**config.mk**
```make
export PLATFORM = sky130hd
export DESIGN_NAME = lcd_col_driver
export DESIGN_NICKNAME = d
export VERILOG_FILES = /design/src/rtl/lcd_col_pkg.sv /design/src/rtl/lcd_edge_sync.sv /design/src/rtl/lcd_line_loader.sv /design/src/rtl/lcd_col_output.sv /design/src/rtl/lcd_col_driver.sv
export SDC_FILE = /design/constraint.sdc
export NUM_CORES = 1
export LEC_CHECK = 0
export BUFFER_PORTS_ARGS = -buffer_cell sky130_fd_sc_hd__buf_2
export CORE_ASPECT_RATIO = 1.75
export CORE_UTILIZATION = 58
export DETAILED_ROUTE_END_ITERATION = 10
export PLACE_DENSITY = 0.85
export SYNTH_ARGS = -nofsm -noshare
export SYNTH_HDL_FRONTEND = slang
export SYNTH_SLANG_ARGS = --single-unit
export TNS_END_PERCENT = 10
```
**constraint.sdc**
```tcl
create_clock -name clk -period 6.8 [get_ports clk]
set_input_delay 1.36 -clock clk [delete_from_list [all_inputs] [get_ports clk]]
set_output_delay 1.36 -clock clk [all_outputs]
set_load 0.005 [all_outputs]
```
**src/rtl/lcd_col_pkg.sv**
```systemverilog
package lcd_col_pkg;
  typedef logic [1:0] drv_code_t;

  localparam drv_code_t DRV_TOP    = 2'd0;
  localparam drv_code_t DRV_UPPER  = 2'd1;
  localparam drv_code_t DRV_LOWER  = 2'd2;
  localparam drv_code_t DRV_BOTTOM = 2'd3;

  function automatic drv_code_t drv_encode(input logic frame, input logic pix);
    drv_code_t c;
    case ({frame, pix})
      2'b11:   c = DRV_BOTTOM;
      2'b10:   c = DRV_LOWER;
      2'b01:   c = DRV_TOP;
      default: c = DRV_UPPER;
    endcase
    return c;
  endfunction
endpackage

```
**src/rtl/lcd_edge_sync.sv**
```systemverilog
module lcd_edge_sync #(
  parameter int STAGES = 2
) (
  input  logic clk,
  input  logic rst_n,
  input  logic async_in,
  output logic level,
  output logic fall
);
  logic [STAGES:0] pipe_q;
  logic [STAGES:0] pipe_d;

  always_comb begin
    pipe_d = {pipe_q[STAGES-1:0], async_in};
  end

  always_ff @(posedge clk or negedge rst_n) begin
    if (!rst_n) pipe_q <= '0;
    else        pipe_q <= pipe_d;
  end

  assign level = pipe_q[STAGES-1];
  assign fall  = pipe_q[STAGES] & ~pipe_q[STAGES-1];
endmodule

```
**src/rtl/lcd_line_loader.sv**
```systemverilog
module lcd_line_loader #(
  parameter int COLS = 80,
  parameter int NIB  = 4,
  localparam int NIBS = COLS / NIB,
  localparam int CW   = $clog2(NIBS + 1)
) (
  input  logic            clk,
  input  logic            rst_n,
  input  logic            shift_fall,
  input  logic            latch_fall,
  input  logic            chain_in,
  input  logic            dir_sel,
  input  logic [NIB-1:0]  nib_in,
  output logic [COLS-1:0] line_q,
  output logic [CW-1:0]   fill_cnt,
  output logic            filling
);
  logic          accept;
  logic [CW-1:0] cnt_d;
  logic [NIB-1:0] nib_rev;

  assign filling = (fill_cnt < CW'(NIBS));
  assign accept  = shift_fall & ~chain_in & filling & ~latch_fall;

  generate
    for (genvar b = 0; b < NIB; b++) begin : g_rev
      assign nib_rev[b] = nib_in[NIB-1-b];
    end
  endgenerate

  always_comb begin
    cnt_d = fill_cnt;
    if (latch_fall)  cnt_d = '0;
    else if (accept) cnt_d = fill_cnt + CW'(1);
  end

  always_ff @(posedge clk or negedge rst_n) begin
    if (!rst_n) fill_cnt <= '0;
    else        fill_cnt <= cnt_d;
  end

  generate
    for (genvar j = 0; j < NIBS; j++) begin : g_slot
      logic           slot_we;
      logic [NIB-1:0] slot_d;
      assign slot_we = accept & (dir_sel ? (fill_cnt == CW'(j))
                                         : (fill_cnt == CW'(NIBS - 1 - j)));
      assign slot_d  = dir_sel ? nib_rev : nib_in;
      always_ff @(posedge clk or negedge rst_n) begin
        if (!rst_n)       line_q[j*NIB +: NIB] <= '0;
        else if (slot_we) line_q[j*NIB +: NIB] <= slot_d;
      end
    end
  endgenerate
endmodule

```
**src/rtl/lcd_col_output.sv**
```systemverilog
module lcd_col_output
  import lcd_col_pkg::*;
#(
  parameter int COLS = 80
) (
  input  logic              clk,
  input  logic              rst_n,
  input  logic              latch_fall,
  input  logic              frame_lvl,
  input  logic [COLS-1:0]   line_q,
  output logic [COLS-1:0]   held_q,
  output logic [2*COLS-1:0] col_code
);
  logic [2*COLS-1:0] code_d;

  always_ff @(posedge clk or negedge rst_n) begin
    if (!rst_n)          held_q <= '0;
    else if (latch_fall) held_q <= line_q;
  end

  generate
    for (genvar c = 0; c < COLS; c++) begin : g_col
      assign code_d[2*c +: 2] = drv_encode(frame_lvl, held_q[c]);
    end
  endgenerate

  always_ff @(posedge clk or negedge rst_n) begin
    if (!rst_n) col_code <= {COLS{DRV_UPPER}};
    else        col_code <= code_d;
  end
endmodule

```
**src/rtl/lcd_col_driver.sv**
```systemverilog
module lcd_col_driver #(
  parameter int COLS        = 80,
  parameter int NIB         = 4,
  parameter int SYNC_STAGES = 2,
  localparam int NIBS = COLS / NIB,
  localparam int CW   = $clog2(NIBS + 1)
) (
  input  logic              clk,
  input  logic              rst_n,
  input  logic              shift_clk,
  input  logic              latch_pulse,
  input  logic              frame_in,
  input  logic              dir_sel,
  input  logic [NIB-1:0]    nib_in,
  input  logic              chain_a_in,
  output logic              chain_a_out,
  output logic              chain_a_oe,
  input  logic              chain_b_in,
  output logic              chain_b_out,
  output logic              chain_b_oe,
  output logic [2*COLS-1:0] col_code
);
  logic            shift_fall, latch_fall, frame_lvl;
  logic            shift_lvl, latch_lvl, frame_fall;
  logic            chain_in, filling;
  logic [CW-1:0]   fill_cnt;
  logic [COLS-1:0] line_q, held_q;

  lcd_edge_sync #(.STAGES(SYNC_STAGES)) i_sync_shift (
    .clk(clk), .rst_n(rst_n), .async_in(shift_clk),
    .level(shift_lvl), .fall(shift_fall));
  lcd_edge_sync #(.STAGES(SYNC_STAGES)) i_sync_latch (
    .clk(clk), .rst_n(rst_n), .async_in(latch_pulse),
    .level(latch_lvl), .fall(latch_fall));
  lcd_edge_sync #(.STAGES(SYNC_STAGES)) i_sync_frame (
    .clk(clk), .rst_n(rst_n), .async_in(frame_in),
    .level(frame_lvl), .fall(frame_fall));

  assign chain_in = dir_sel ? chain_a_in : chain_b_in;

  lcd_line_loader #(.COLS(COLS), .NIB(NIB)) i_loader (
    .clk(clk), .rst_n(rst_n), .shift_fall(shift_fall), .latch_fall(latch_fall),
    .chain_in(chain_in), .dir_sel(dir_sel), .nib_in(nib_in),
    .line_q(line_q), .fill_cnt(fill_cnt), .filling(filling));

  lcd_col_output #(.COLS(COLS)) i_out (
    .clk(clk), .rst_n(rst_n), .latch_fall(latch_fall), .frame_lvl(frame_lvl),
    .line_q(line_q), .held_q(held_q), .col_code(col_code));

  assign chain_a_oe  = ~dir_sel;
  assign chain_b_oe  = dir_sel;
  assign chain_a_out = ~dir_sel & filling;
  assign chain_b_out = dir_sel & filling;

  logic unused_lvls;
  assign unused_lvls = shift_lvl ^ latch_lvl ^ frame_fall;
endmodule

```
==> results.txt <==
----------------------------------------------------
[Worst setup path]
  Path depth of the worst reg2reg path ... 4
  Required arrival time at the worst endpoint ... 5.44 ns
  Crit path arrival time ... 2.27 ns
  Critical path's most frequent cell ... sky130_fd_sc_hd__buf_2
  Register-to-Register Setup Slack ... 4.53 ns
  Slowest cell on the critical path ... sky130_fd_sc_hd__buf_2
  Startpoint type of the worst setup path ... input pin
  Worst setup path endpoint ... chain_b_out
  Worst setup path category ... input pin to output port
  Slowest stage delay, CP ... 0.42 ns
  Critical path launch point ... dir_sel
  Critical R2R Launch ... i_loader.fill_cnt[3]$_DFFE_PN0P_
  Endpoint kind of the worst setup timing path ... output port
  Crit-path cells ... buf_2 -> inv_1 -> a21oi_1 -> buf_2
  End of the worst register-to-register path ... i_loader.line_q[10]$_DFFE_PN0P_
  Depth of the critical timing path with buffers and inverters included ... 4
  Worst path buffer plus inverter count ... 3
  Family of cells with the greatest summed delay on the critical path ... buffers and inverters
  Largest fanout on the critical path ... 24

[Power and ir drop]
  Total power divided by cell area ... 267 nW/um^2
  Leakage Power ... 8.48 nW
  Maximum vdd drop ... 0.000147 V
  Power consumption ... 4.41 mW

[Cells and area]
  Final design instance area without fill ... 16,500 sq um
  Commonest non-fill, non-tap cell in the layout ... sky130_fd_sc_hd__dfrtp_1
  Commonest non-fill, non-tap cells in the layout ... 252 x sky130_fd_sc_hd__dfrtp_1, 200 x sky130_fd_sc_hd__ha_1, 174 x sky130_fd_sc_hd__buf_2
  Total inserted antenna cells ... 0
  Fin cells ... 1,642
  Layout area overhead ... 13.9%
  Number of nets in the layout ... 1,520
  Filler cell count in the final layout ... 1,753
  Fraction of final layout cells with drive strength greater than 1 ... 0.343

[Floorplan]
  Horizontal die dimension ... 122 um
  DIE AREA ... 25,700 sq um
  Core region area ... 24,600 sq um
  Starting density of the core ... 0.589
  I/O pin count ... 176
  Number of standard-cell rows in the floorplan ... 76
  Vertical die dimension ... 211 um

[Logic synthesis]
  Predominant post-synthesis flop cell ... sky130_fd_sc_hd__dfrtp_1
  YS warnings ... 0
  Cell count after synthesis ... 1,133
  Fraction of the yosys area taken by sequential cells ... 0.582
  Unique masters post-synth ... 42
  Number of enable flip-flop cells after synthesis ... 0
  Synthesis-stage register bit count ... 333
  Cell Area, Synth ... 14,500 sq um
  Fraction of registers with async set/reset ... 1.00
  Synth area leader ... sky130_fd_sc_hd__dfrtp_1
  Syn Nets ... 1,345
  Average instance area after synthesis ... 12.8 sq um
  Portion of synthesized cell area occupied by the leading cell type ... 0.437
  Top cells by area, synth ... sky130_fd_sc_hd__dfrtp_1 44%, sky130_fd_sc_hd__ha_1 17%, sky130_fd_sc_hd__dfstp_2 14%, sky130_fd_sc_hd__mux2_2 4.5%, sky130_fd_sc_hd__inv_1 3.1%

[Clock network]
  CTS sink count ... 333
  Root cell of the clock tree ... sky130_fd_sc_hd__clkbuf_16
  Number of hold buffers added after CTS ... 0
  Number of levels the H-tree was split into ... 1
  Worst skew pair latency ... 0.55 ns
  Post-CTS sizing ... 0
  Reg clk slew, reported paths ... 0.06 ns
  Buffers from clock root to sink, at most ... 3
  Total CTS buffers ... 29
  Buffers inserted during post-CTS setup optimization ... 0
  Clock tree from TritonCTS ... done

[Place]
  Buffers on Ports ... 175
  Cell Area, Placed ... 15,700 sq um
  Number of placed instances with taps included ... 1,589
  Final weighted congestion in routability-driven placement ... 0.845
  Half-perimeter wire length of the detailed placement result ... 18,100 um

[Timing]
  Rel. slew slack ... 0.305
  Worst-case hold slack ... 0.350 ns
  Setup total negative slack ... 0 ns
  Final setup violating endpoints ... 0
  Final Max Tran Viols ... 0
  RSZ-0062 raised after global routing ... no
  Worst clock skew on the final layout ... 0.00721 ns
  Maximum operating frequency ... 275 MHz
  Count of final hold-check violations ... 0
  Ratio of final minimum period to clock period ... 0.534
  Worst slew pin tran ... 1.04 ns
  Final period demand of the worst path ... 3.63 ns

[Global routing]
  First-pass GRT wire length ... 44,400 um
  Number of antenna violations at the first check in global routing ... 0
  Pin count of the biggest net entering global routing ... 156
  Vias in the first global route ... 8,759
  Aggregate global-route resource usage ... 0.224
  Sum of overflow across all layers after global routing ... 0

[Detailed routing]
  Routed length per placed instance ... 16.9 um
  Antenna Nets Post-Route ... 0
  Vias per cell ... 5.11
  Residual DRC ... 0
  Pre-Repair DR Iteration Count ... 4
  Total length of routed wires ... 27,700 um
  Via count of the routed design ... 8,388
  Number of DRC violations after detailed-routing iteration 0 ... 457

[Min path]
  Tightest Hold Check Type ... register to register

[Outcome]
  Outcome ... completed

[Run]
  Number of max-cap violations ... 0

----------------------------------------------------
[final cells by class]
class | instances | area, sq um | share of cell area
sequential | 333 | 8440 | 0.511
timing repair buffer | 181 | 943 | 0.0571
multi-input combinational | 643 | 5430 | 0.329
tap | 312 | 390 | 0.0236
clock buffer | 46 | 830 | 0.0502
inverter | 120 | 450 | 0.0273
clock inverter | 7 | 38.8 | 0.00235
[worst register-to-register path, stage by stage, from the launching register on]
cell,delay (ns)
sky130_fd_sc_hd__dfrtp_1,0.55
sky130_fd_sc_hd__or2_4,0.35
sky130_fd_sc_hd__and4b_1,0.72
sky130_fd_sc_hd__o21ai_4,0.19
sky130_fd_sc_hd__mux2_4,0.34
[Yosys cell counts, types with 2 or more instances]
cell                       number
sky130_fd_sc_hd__a21oi_1        3
sky130_fd_sc_hd__mux2_2        58
sky130_fd_sc_hd__nand2_1       86
sky130_fd_sc_hd__nand4_1        2
sky130_fd_sc_hd__nand2_4        5
sky130_fd_sc_hd__a21oi_2        4
sky130_fd_sc_hd__mux2_4        24
sky130_fd_sc_hd__mux2i_1        8
sky130_fd_sc_hd__nand2_2        6
sky130_fd_sc_hd__nor2b_1        3
sky130_fd_sc_hd__dfrtp_1      253
sky130_fd_sc_hd__o21ai_1        5
sky130_fd_sc_hd__dfstp_2       80
sky130_fd_sc_hd__nor2_1        77
sky130_fd_sc_hd__buf_6          4
sky130_fd_sc_hd__o21ai_4        2
sky130_fd_sc_hd__buf_2         11
sky130_fd_sc_hd__nor3_4         2
sky130_fd_sc_hd__buf_4          3
sky130_fd_sc_hd__nand3_1        8
sky130_fd_sc_hd__mux2_1         2
sky130_fd_sc_hd__o21ai_0       84
sky130_fd_sc_hd__clkbuf_1      18
sky130_fd_sc_hd__inv_1        120
sky130_fd_sc_hd__nand2b_1       4
sky130_fd_sc_hd__or2_2         46
sky130_fd_sc_hd__ha_1         200
[kinds of logic after synthesis]
kind of cell,synth area share
buffers and inverters,0.0444
muxes,0.0785
AOI/OAI and AO/OA,0.0369
adders and majority gates,0.173
and+or+nand+nor,0.0847
DFF,0.582
xor gates and xnor gates,0.00121
[metrics by stage]
step | utilization | setup slack, ns
detailed placement | 0.635 | 3.22
global route | 0.671 | 3.08
floorplan | - | 1.00
CTS | 0.671 | 3.20
finish | 0.671 | 3.17
global placement | 0.635 | 3.24
[registers in the layout (all words and copies together), names as in the netlist]
| name | cells |
|---|---|
| i_loader.fill_cnt | 5 |
| i_loader.line_q | 80 |
| i_out.col_code | 160 |
| i_out.held_q | 80 |
| i_sync_frame.pipe_q | 2 |
| i_sync_latch.pipe_q | 3 |
| i_sync_shift.pipe_q | 3 |
[report_power, final]
group / total [mW] / switching, mW / internal, mW / leakage (nW)
clock network: 1.54 / 0.702 / 0.836 / 0.429
registers: 2.33 / 0.0998 / 2.23 / 4.17
logic: 0.541 / 0.300 / 0.241 / 3.88
[worst min-delay path by stage]
stage | start | end | slack, ns | depth (start not counted)
finish | i_sync_shift.pipe_q[0]$_DFF_PN0_ | i_sync_shift.pipe_q[1]$_DFF_PN0_ | 0.35 | 0
global route | i_sync_shift.pipe_q[0]$_DFF_PN0_ | i_sync_shift.pipe_q[1]$_DFF_PN0_ | 0.36 | 0
CTS | i_sync_shift.pipe_q[0]$_DFF_PN0_ | i_sync_shift.pipe_q[1]$_DFF_PN0_ | 0.35 | 0
detailed placement | i_sync_shift.pipe_q[0]$_DFF_PN0_ | i_sync_shift.pipe_q[1]$_DFF_PN0_ | 0.34 | 0
global placement | i_sync_shift.pipe_q[0]$_DFF_PN0_ | i_sync_shift.pipe_q[1]$_DFF_PN0_ | 0.33 | 0
floorplan | i_sync_frame.pipe_q[0]$_DFF_PN0_ | i_sync_frame.pipe_q[1]$_DFF_PN0_ | 0.33 | 0
[per-layer routing]
metal | track usage | routed length (um) | up-vias
li1 | - | - | 3939
met1 | 0.262 | 10600 | 4214
met2 | 0.405 | 15100 | 173
met3 | 0.0278 | 1040 | 62
met4 | 0.0992 | 1000 | 0
met5 | 0 | 0 | -
Power figures use the tool's default switching activity.
